**src/rtl/spi_echo_pkg.sv**
```systemverilog
`timescale 1ns/1ps
package spi_echo_pkg;
    typedef enum logic [1:0] {
        ST_OFF   = 2'd0,
        ST_IDLE  = 2'd1,
        ST_SHIFT = 2'd2
    } link_state_t;
endpackage

```
**src/rtl/spi_pin_sync.sv**
```systemverilog
`timescale 1ns/1ps
module spi_pin_sync #(
    parameter int N = 3,
    parameter logic [N-1:0] RST_VAL = '0
) (
    input  logic         clk,
    input  logic         rst_n,
    input  logic [N-1:0] pins,
    output logic [N-1:0] pins_s
);
    for (genvar g = 0; g < N; g++) begin : g_bit
        logic meta_q;
        logic stab_q;
        always_ff @(posedge clk or negedge rst_n) begin
            if (!rst_n) begin
                meta_q <= RST_VAL[g];
                stab_q <= RST_VAL[g];
            end else begin
                meta_q <= pins[g];
                stab_q <= meta_q;
            end
        end
        assign pins_s[g] = stab_q;
    end
endmodule

```
**src/rtl/spi_clk_edges.sv**
```systemverilog
`timescale 1ns/1ps
module spi_clk_edges (
    input  logic clk,
    input  logic rst_n,
    input  logic sck_s,
    input  logic cpol,
    input  logic cpha,
    output logic sample_e,
    output logic shift_e
);
    logic sck_d;
    logic rise, fall, lead, trail;

    always_ff @(posedge clk or negedge rst_n) begin
        if (!rst_n) sck_d <= 1'b0;
        else        sck_d <= sck_s;
    end

    always_comb begin
        rise     = sck_s & ~sck_d;
        fall     = ~sck_s & sck_d;
        lead     = cpol ? fall : rise;
        trail    = cpol ? rise : fall;
        sample_e = cpha ? trail : lead;
        shift_e  = cpha ? lead : trail;
    end
endmodule

```
**src/rtl/spi_echo_slave.sv**
```systemverilog
`timescale 1ns/1ps
module spi_echo_slave #(
    parameter int W        = 16,
    parameter int MIN_BITS = 8,
    localparam int CW      = $clog2(W - MIN_BITS + 2)
) (
    input  logic          clk,
    input  logic          rst_n,
    input  logic          en_set,
    input  logic          en_clr,
    input  logic          cfg_cpol,
    input  logic          cfg_cpha,
    input  logic [CW-1:0] cfg_bits,
    input  logic          wr_tx,
    input  logic [W-1:0]  wr_data,
    input  logic          rd_rx,
    input  logic          rd_status,
    output logic [W-1:0]  rx_data,
    output logic          tx_empty,
    output logic          rx_full,
    output logic          overrun,
    output logic          enabled,
    input  logic          sck,
    input  logic          mosi,
    input  logic          nss,
    output logic          miso,
    output logic          miso_oe
);
    import spi_echo_pkg::*;

    localparam int LW = $clog2(W + 1);

    logic [2:0] pins_s;
    logic       sck_s, mosi_s, nss_s;
    logic       sample_e, shift_e;

    spi_pin_sync #(.N(3), .RST_VAL(3'b100)) u_sync (
        .clk    (clk),
        .rst_n  (rst_n),
        .pins   ({nss, mosi, sck}),
        .pins_s (pins_s)
    );
    assign sck_s  = pins_s[0];
    assign mosi_s = pins_s[1];
    assign nss_s  = pins_s[2];

    spi_clk_edges u_edges (
        .clk      (clk),
        .rst_n    (rst_n),
        .sck_s    (sck_s),
        .cpol     (cfg_cpol),
        .cpha     (cfg_cpha),
        .sample_e (sample_e),
        .shift_e  (shift_e)
    );

    // ---------------- state machine ----------------
    link_state_t state, state_nx;
    logic        active;

    always_ff @(posedge clk or negedge rst_n) begin
        if (!rst_n) state <= ST_OFF;
        else        state <= state_nx;
    end

    always_comb begin
        state_nx = state;
        unique case (state)
            ST_OFF:   if (en_set && !en_clr) state_nx = ST_IDLE;
            ST_IDLE:  if (en_clr)            state_nx = ST_OFF;
                      else if (!nss_s)       state_nx = ST_SHIFT;
            ST_SHIFT: if (en_clr)            state_nx = ST_OFF;
                      else if (nss_s)        state_nx = ST_IDLE;
            default:                         state_nx = ST_OFF;
        endcase
    end

    always_comb begin
        enabled = (state != ST_OFF);
        active  = (state == ST_SHIFT) && !nss_s;
        miso_oe = active;
    end

    // ---------------- character framing ----------------
    logic [LW-1:0] char_len, bit_cnt, out_idx, out_pos;
    logic [W-1:0]  mask, shifted_in, rx_char;
    logic [W-2:0]  rx_acc;
    logic          in_char, last_bit, sample_ev, shift_ev, char_done, xfer_start;

    always_comb begin
        if (cfg_bits > CW'(W - MIN_BITS)) char_len = LW'(W);
        else                               char_len = LW'(MIN_BITS) + LW'(cfg_bits);
        mask       = {W{1'b1}} >> (LW'(W) - char_len);
        shifted_in = {rx_acc, mosi_s};
        rx_char    = shifted_in & mask;
        sample_ev  = active && sample_e;
        shift_ev   = active && shift_e;
        last_bit   = (bit_cnt == char_len - LW'(1));
        char_done  = sample_ev && last_bit;
        xfer_start = (state == ST_IDLE) && (state_nx == ST_SHIFT);
        out_pos    = char_len - LW'(1) - out_idx;
    end

    always_ff @(posedge clk or negedge rst_n) begin
        if (!rst_n) begin
            bit_cnt <= '0;
            out_idx <= '0;
            in_char <= 1'b0;
            rx_acc  <= '0;
        end else if (!active) begin
            bit_cnt <= '0;
            out_idx <= '0;
            in_char <= 1'b0;
        end else begin
            if (sample_ev) begin
                rx_acc  <= shifted_in[W-2:0];
                bit_cnt <= last_bit ? '0 : bit_cnt + LW'(1);
                in_char <= !last_bit;
            end
            if (shift_ev) begin
                out_idx <= bit_cnt;
                in_char <= 1'b1;
            end
        end
    end

    // ---------------- transmit path ----------------
    logic [W-1:0] sh_reg, hold_reg;
    logic         hold_valid, sh_fresh, direct_ok;

    always_comb direct_ok = !sh_fresh && !in_char && !hold_valid && !char_done && !xfer_start;

    always_ff @(posedge clk or negedge rst_n) begin
        if (!rst_n) begin
            sh_reg     <= '0;
            hold_reg   <= '0;
            hold_valid <= 1'b0;
            sh_fresh   <= 1'b0;
        end else begin
            if (char_done) begin
                if (hold_valid) begin
                    sh_reg     <= hold_reg;
                    hold_valid <= 1'b0;
                    sh_fresh   <= 1'b1;
                end else begin
                    sh_reg   <= rx_char;
                    sh_fresh <= 1'b0;
                end
            end else if (xfer_start) begin
                if (hold_valid) begin
                    sh_reg     <= hold_reg;
                    hold_valid <= 1'b0;
                end
                sh_fresh <= 1'b0;
            end
            if (wr_tx) begin
                if (direct_ok) begin
                    sh_reg   <= wr_data;
                    sh_fresh <= 1'b1;
                end else begin
                    hold_reg   <= wr_data;
                    hold_valid <= 1'b1;
                end
            end
        end
    end

    assign tx_empty = !hold_valid;

    always_comb begin
        miso = 1'b0;
        for (int i = 0; i < W; i++)
            if (out_pos == LW'(i)) miso = sh_reg[i];
    end

    // ---------------- receive path ----------------
    logic ovr_set;
    always_comb ovr_set = char_done && rx_full && !rd_rx;

    always_ff @(posedge clk or negedge rst_n) begin
        if (!rst_n) begin
            rx_data <= '0;
            rx_full <= 1'b0;
            overrun <= 1'b0;
        end else begin
            if (char_done) begin
                rx_data <= rx_char;
                rx_full <= 1'b1;
            end else if (rd_rx) begin
                rx_full <= 1'b0;
            end
            if (ovr_set)        overrun <= 1'b1;
            else if (rd_status) overrun <= 1'b0;
        end
    end
endmodule

```
**config.mk**
```make
export PLATFORM = sky130hd
export DESIGN_NAME = spi_echo_slave
export DESIGN_NICKNAME = d
export VERILOG_FILES = /design/src/rtl/spi_echo_pkg.sv /design/src/rtl/spi_pin_sync.sv /design/src/rtl/spi_clk_edges.sv /design/src/rtl/spi_echo_slave.sv
export SDC_FILE = /design/constraint.sdc
export NUM_CORES = 1
export LEC_CHECK = 0
export CAP_MARGIN = 20
export CELL_PAD_IN_SITES_DETAIL_PLACEMENT = 0
export CELL_PAD_IN_SITES_GLOBAL_PLACEMENT = 1
export CORE_MARGIN = 5
export CORE_UTILIZATION = 31
export DETAILED_ROUTE_END_ITERATION = 7
export DONT_BUFFER_PORTS = 1
export GPL_ROUTABILITY_DRIVEN = 0
export GPL_TIMING_DRIVEN = 0
export PLACE_DENSITY = 0.65
export SLEW_MARGIN = 20
export SYNTH_ARGS = -nofsm -noshare
export SYNTH_HDL_FRONTEND = slang
export SYNTH_SLANG_ARGS = --single-unit
export TNS_END_PERCENT = 1
```
**constraint.sdc**
```tcl
create_clock -name clk -period 3.4 [get_ports clk]
set_input_delay 0.68 -clock clk [delete_from_list [all_inputs] [get_ports clk]]
set_output_delay 0.68 -clock clk [all_outputs]
set_load 0.01 [all_outputs]
```
==> results of run 1 <==
-- critical path, delay by kind of cell --
| kind | cells | cell delay, ns |
|---|---|---|
| xor+xnor | 1 | 0.21 |
| compound gates | 3 | 0.74 |
| fa+ha+maj | 3 | 0.67 |
| buf+inv | 1 | 0.08 |
| simple gates | 2 | 0.24 |
-- Yosys cell counts, drive strengths merged --
library cell  number
a2111oi            1
a21o               2
a21oi             25
a221o             21
a221oi             3
a22o              10
a22oi              1
a31o               1
a31oi              4
a32o               1
and2               3
and3b              1
buf               12
clkbuf            20
clkinv             1
dfrtp             85
dfstp              2
fa                 1
ha                10
inv               15
mux2               8
mux2i             25
nand2             80
nand2b             9
nand3              7
nand4              2
nor2              28
nor2b              6
nor3               4
nor4b              2
o2111ai            1
o211ai             8
o21a               2
o21ai             40
o22ai              1
o2bb2ai           16
o311ai             2
or2                2
or4                2
or4b               1
xnor2              6
xor2               5
-- metal layers --
metal  share of wire, %  wire, um
met1                 46      6070
met2                 46      6130
met3                6.1       804
met5                  0         0
met4                1.6       207
-- cells by family (layout without fill, tap and decap cells) --
kind of cell | after synthesis | in the layout | synth area share, %
xor+xnor | 11 | 11 | 2.07
compound gates | 139 | 139 | 21.4
buf+inv | 48 | 69 | 4.75
flops | 87 | 87 | 46.7
fa+ha+maj | 11 | 11 | 3.11
simple gates | 147 | 147 | 14.6
mux | 33 | 33 | 7.38
-- power groups by stage --
stage                     sequential (mW)  clock, mW  combinational (mW)
after floorplan                      1.33          0               0.515
after global placement               1.37          0               0.617
after detailed placement             1.38          0               0.631
after CTS                            1.36       1.08               0.664
after global routing                 1.39       1.14               0.744
final                                1.36       1.05               0.665
-- worst paths after layout --
check,from,to
setup reg to reg,u_sync.g_bit[2].stab_q$_DFF_PN1_,rx_data[14]$_DFFE_PN0P_
hold reg to reg,u_sync.g_bit[1].meta_q$_DFF_PN0_,u_sync.g_bit[1].stab_q$_DFF_PN0_
min in group clk,nss,u_sync.g_bit[2].meta_q$_DFF_PN1_
setup / recovery,cfg_bits[3],miso
hold / removal,rst_n,rx_acc[12]$_DFFE_PN0P_
max in group asynchronous,rst_n,rx_data[1]$_DFFE_PN0P_
-- through the flow --
step | setup TNS (ns) | instance area (um^2)
2_1_floorplan | 0 | 4700
3_3_place_gp | -0.287 | 4930
3_5_place_dp | -0.301 | 4930
4_1_cts | -0.0194 | 5370
5_1_grt | 0 | 5390
6_report | 0 | 5390
-- final cells by class --
type / instances / area, um^2
Fill cell: 1446 / 9260
Multi-Input combinational cell: 341 / 2390
Sequential cell: 87 / 2180
Clock buffer: 11 / 253
Tap cell: 184 / 230
Buffer: 30 / 154
Clock inverter: 5 / 65.1
Inverter: 16 / 60.1
Timing Repair Buffer: 7 / 57.6
-- what timing repair did --
item	4_1_cts	5_1_grt
setup buffers	5	0
endpoints found under the setup margin	1	1
hold endpoints to repair	0	4
hold buffers	0	2
pin swaps	7	3
resized for setup	16	1
==> impl_results.md, run 1 <==
- Status: finished clean
- Grt ovf: 0
- All-Layer GR Usage: 15.5%
- Setup Slack @ Placement: -0.301 ns
- Syn Inst Count: 476
- Clock latency on the worst-skew pair: 0.35 ns
- Layout cells sized above 1: 12.7%
- Chip width: 133 um
- Global-route wire length before repair: 21400 um
- Register bit total from synthesis: 87
- Antenna Cells: 0
- Vias in the first global route: 3665
- First-pass detailed-route iteration total: 4
- Die Y: 133 um
- Clk_skew: 0.00546 ns
- Pint: 2.16 mW
- TritonCTS Sinks: 87
- Initial DRC count: 223
- Initial Utilization: 31.9%
- Final std cells w/o fill: 681
- Area of the mapped netlist: 0.00466 mm^2
- Final Cycle Share: 97.7%
- PortBufs: 0
- Distinct cell type count after synthesis: 55
- Minimum clock period: 3.32 ns
- Initial antenna violation count: 0
- Core area: 0.0146 mm^2
- Unrepaired setup endpoints after global routing: false
- CTS tree: yes
- Final nets: 535
- Switching share of power: 29.8%
- Worst Setup End Kind: primary output
- Most frequent cells in the layout: dfrtp_1, nand2_1, o21ai_0, nor2_1, mux2i_1
- Clk root buf: clkbuf_16
- Syn Nets: 519
- Total CTS buffers: 9
- Row count: 44
- Vias: 3630
- Total power: 3.08 mW
- Synthesized area per cell: 9.80 um^2
- Crit Path Class: primary input to primary output
- Grt met3 use: 4.67%
- Max Slew Vio Count: 0
- Crit Path Max Fanout: 8
- Combinational share of power: 21.6%
- Die area: 0.0176 mm^2
- P per Cell Area: 572 mW/mm^2
- Area growth syn-to-layout: 15.5%
- DRC viols: 0
- Reg power frac: 44.2%
- Worst-case vdd ir drop: 0.000202 V
- R2R depth: 9
- CP dominant cell by count: ha_4
- Slew @ Worst Pin: 0.801 ns
- Routed wire per std cell: 19.4 um
- Post-route antenna net violation count: 0
- Register area share after synthesis: 46.7%
- Clock buffer depth: 2
- Critical path's slowest cell: a221o_1
- Yosys top cell area share: 45.6%
- HPWL reported at the end of detailed placement: 9560 um
- Worst-path cell chain: nand2b_4, ha_4, inv_1, ha_4, ha_4, xnor2_4, nand2_1, a21o_1, a221o_1, a21oi_4
- Final setup fails: 0
- Worst Path Arrival: 2.64 ns
- Setup ws final: 0.0785 ns
- Area leader, netlist: dfrtp_1
- WHS: 0.0226 ns
- Met2 GRT Util: 23.6%
- Commonest non-fill, non-tap cell in the layout: dfrtp_1
- Clock power share: 34.2%
- Worst hold path class: primary input to asynchronous set/reset pin
- Layout Utilization: 36.8%
- H-tree depth: 3
- Yosys warning count: 0
- Startpoint Class: primary input
- GR peak layer: met2
- Slew margin rel.: 45.9%
- R2r setup slk: 0.92 ns
- Average via count per standard cell: 5.33
- F_max: 301 MHz
- Cells after DPL: 660
- Pin count of the biggest net entering global routing: 88
- Endpoints failing hold: 0
- Num ports: 54
- Synth area leaders: dfrtp_1, nand2_1, mux2i_1, a221o_1, o21ai_0
- Reg clk slew, reported paths: 0.06 ns
- Net load switching power: 918 uW
- Detailed Route WL: 13200 um
- CP peak stage delay: 0.38 ns
- Worst path required time: 2.72 ns
- GR Util met1: 21.3%
- Pleak: 2.39 nW
- Max Cap Violations: 0
No activity file was read; power rests on OpenSTA's default activity.
==> run 2: changes to the inputs <==
Settings changed: ABC_AREA set to 1, PLACE_DENSITY 0.65 to 0.67.
==> run 2 against run 1 <==
Effect of this change: clock power decreased by 13%; cell area fell by 1.5%; final cell count increased by 19%; register-to-register slack better by 0.43 ns; maximum frequency increased by 0.43%; clock skew grew 0.0048 ns.
==> impl_results.md, run 2 <==
- PortBufs: 0 (unchanged)
- Yosys top cell area share: 45.4% (-0.24 points)
- Pleak: 2.55 nW (+6.6%)
- Layout Utilization: 35.3% (-1.5 points)
- Crit Path Class: primary input to primary output
- Worst Path Arrival: 2.63 ns (about the same)
- Area growth syn-to-layout: 13.1%
- First-pass detailed-route iteration total: 5 (+1)
- Syn Inst Count: 607 (+28%)
- Area of the mapped netlist: 0.00469 mm^2 (+0.54%)
- Max Slew Vio Count: 0 (unchanged)
- Slew margin rel.: 56.0% (+10 points)
- Antenna Cells: 0 (unchanged)
- Initial DRC count: 281 (+26%)
- Minimum clock period: 3.31 ns (-0.0144 ns)
- Post-synth EDFFs: 0 (unchanged)
- CP peak stage delay: 0.67 ns (+0.29 ns)
- CP dominant cell by count: o21ai_1
- Num ports: 54 (unchanged)
- Layout cells sized above 1: 9.47% (-3.2 points)
- Worst Setup End Kind: primary output
- DRC viols: 0 (unchanged)
- Total CTS buffers: 9 (unchanged)
- Worst hold path class: primary input to asynchronous set/reset pin
- Initial antenna violation count: 0 (unchanged)
- Final nets: 662 (+24%)
- Yosys warning count: 0 (unchanged)
- Setup Slack @ Placement: -0.459 ns (-0.159 ns)
- Global-route wire length before repair: 21800 um (+1.9%)
- Vias in the first global route: 4033 (+10%)
- H-tree depth: 3 (unchanged)
- Status: finished clean
- Die area: 0.0177 mm^2 (+0.50%)
- Die Y: 133 um (+0.25%)
- Setup ws final: 0.0928 ns (+0.0144 ns)
- Row count: 45 (+2.3%)
- Detailed Route WL: 13400 um (+1.7%)
- Endpoints failing hold: 0 (unchanged)
- Initial Utilization: 31.2% (-0.66 points)
- Pint: 2.09 mW (-3.5%)
- Max Cap Violations: 0 (unchanged)
- Average via count per standard cell: 4.98 (-6.6%)
- Most frequent cell after synthesis: nand2_1
- Critical path's slowest cell: fa_2
- Reg2reg start: u_sync.g_bit[2].stab_q$_DFF_PN1_
- Max Used Layer: met4
- Worst-case vdd ir drop: 0.000348 V (+72%)
- R2r setup slk: 1.35 ns (+0.43 ns)
- Synth cell count leaders: nand2_1, dfrtp_1, o21ai_0
- Worst-path cell chain: inv_4, clkbuf_8, nand2_2, ha_4, fa_2, inv_4, o21ai_1, o21ai_1, nand2_1, o21ai_0, o21ai_1, nand2_1, nand2_2, nor2_4
- Routed wire per std cell: 16.6 um (-15%)
- Most used flip-flop cell after synthesis: dfrtp_1
- HPWL reported at the end of detailed placement: 10100 um (+5.9%)
- Area leader, netlist: dfrtp_1
- CTS tree: yes
- Clk_skew: 0.0103 ns (+0.00482 ns)
- Clk root buf: clkbuf_16
- Metal-1 WL: 6350 um (+4.6%)
- Final setup fails: 0 (unchanged)
- Net load switching power: 1.11 mW (+21%)
- Core area: 0.0150 mm^2 (+2.7%)
- Total power: 3.20 mW (+3.7%)
- Slew @ Worst Pin: 0.660 ns (-0.141 ns)
- Commonest non-fill, non-tap cell in the layout: nand2_1
- Switching share of power: 34.6% (+4.9 points)
- Pin count of the biggest net entering global routing: 88 (unchanged)
- Vias: 4037 (+11%)
- Syn Nets: 650 (+25%)
- DR WL met3: 565 um (-30%)
- Clock buffer depth: 2 (unchanged)
- Met2 Routed Length: 6300 um (+2.7%)
- R2R depth: 9 (unchanged)
- F_max: 302 MHz (+0.43%)
- Async SR Flop Fraction: 100% (unchanged)
- Startpoint Class: primary input
- Crit Path Max Fanout: 6 (-2)
- Worst path required time: 2.72 ns (about the same)
- Register area share after synthesis: 46.5% (-0.25 points)
- Register bit total from synthesis: 87 (unchanged)
- Most frequent cells in the layout: nand2_1, dfrtp_1, inv_1, o21ai_0, nand3_1
- Clock latency on the worst-skew pair: 0.35 ns (about the same)
- Filler instances: 1589 (+9.9%)
- Combinational share of power: 28.0% (+6.4 points)
- Grt ovf: 0 (unchanged)
- Chip width: 133 um (+0.25%)
- Post-route antenna net violation count: 0 (unchanged)
- All-Layer GR Usage: 15.8% (+0.28 points)
- Distinct cell type count after synthesis: 36 (-35%)
- Worst R2R End: sh_reg[2]$_DFF_PN0_
- TritonCTS Sinks: 87 (unchanged)
- Clock power share: 28.5% (-5.7 points)
- Synth area leaders: dfrtp_1, nand2_1, o21ai_0, inv_1, nand3_1
- Synthesized area per cell: 7.73 um^2 (-21%)
- Reg power frac: 43.5% (-0.7 points)
- P per Cell Area: 603 mW/mm^2 (+5.3%)
- Reg clk slew, reported paths: 0.07 ns (about the same)
- Final Cycle Share: 97.3% (-0.42 points)
[run 2: changes by cell type after synthesis, sizes merged, moves of 8 or more]
cell     before  now
o2bb2ai      16    0
nand4         2   17
a22o         10    0
o21ai        40   66
nand2        80  207
inv          15   64
nand2b        9    0
mux2          8    0
nor2         28   38
nand3         7   47
mux2i        25    0
o22ai         1   17
a21oi        25    6
a221o        21    0
[run 2: kinds of logic after synthesis]
kind of cell    share of synthesized area (%)
simple gates                             29.3
fa+ha+maj                                3.10
buf+inv                                  8.22
xor+xnor                                 1.65
flops                                    46.5
compound gates                           11.3
[run 2: worst max-delay path by stage]
stage / start / endpoint / cells past startpoint
floorplan: cfg_bits[3] / miso / 14
global placement: cfg_bits[3] / miso / 14
detailed placement: cfg_bits[3] / miso / 14
CTS: cfg_bits[3] / miso / 14
global route: cfg_bits[3] / miso / 14
finish: cfg_bits[3] / miso / 14
[run 2: power by group through the flow]
stage / clock network (mW) / logic, mW / registers (mW)
floorplan: 0 / 0.654 / 1.36
global placement: 0 / 0.851 / 1.40
detailed placement: 0 / 0.858 / 1.40
CTS: 0.939 / 0.885 / 1.39
global route: 0.983 / 1.03 / 1.42
finish: 0.912 / 0.895 / 1.39
[run 2: through the flow]
stage               setup TNS [ns]  instances  hold WS (ns)  cell area [um^2]
floorplan                        0        607         0.331              4700
global placement            -0.461        795         0.333              4930
detailed placement          -0.459        795         0.343              4930
CTS                              0        811       0.00883              5280
global route              -0.00923        811       0.00904              5310
finish                           0        811        0.0291              5310
[run 2: final cells by class]
| type | instances | area (um^2) | area share (%) |
|---|---|---|---|
| multi-input cells | 430 | 2220 | 41.8 |
| inverters | 66 | 255 | 4.81 |
| clock inverters | 4 | 22.5 | 0.425 |
| flip-flops and latches | 87 | 2180 | 41.1 |
| repair buffers | 1 | 7.51 | 0.142 |
| clock buffers | 11 | 243 | 4.58 |
| plain buffers | 24 | 145 | 2.74 |
| well taps | 188 | 235 | 4.43 |
[run 2: critical path, delay by kind of cell]
family,cells,cell delay (ns)
adders and majority gates,2,0.91
AOI/OAI and AO/OA,4,0.43
and+or+nand+nor,5,0.35
buffers and inverters,3,0.25
[run 2: routing by layer]
layer	global-route usage, %	vias up
met2	25.3	92
met1	21.3	1944
met3	3.54	15
met4	5.08	0
met5	0	-
li1	-	1986
[run 2: what timing repair did]
item,in CTS,in global routing
gates resized for setup,14,14
endpoints found under the setup margin,1,1
buffers inserted,1,0
hold buffers,0,0
pin swaps,2,5
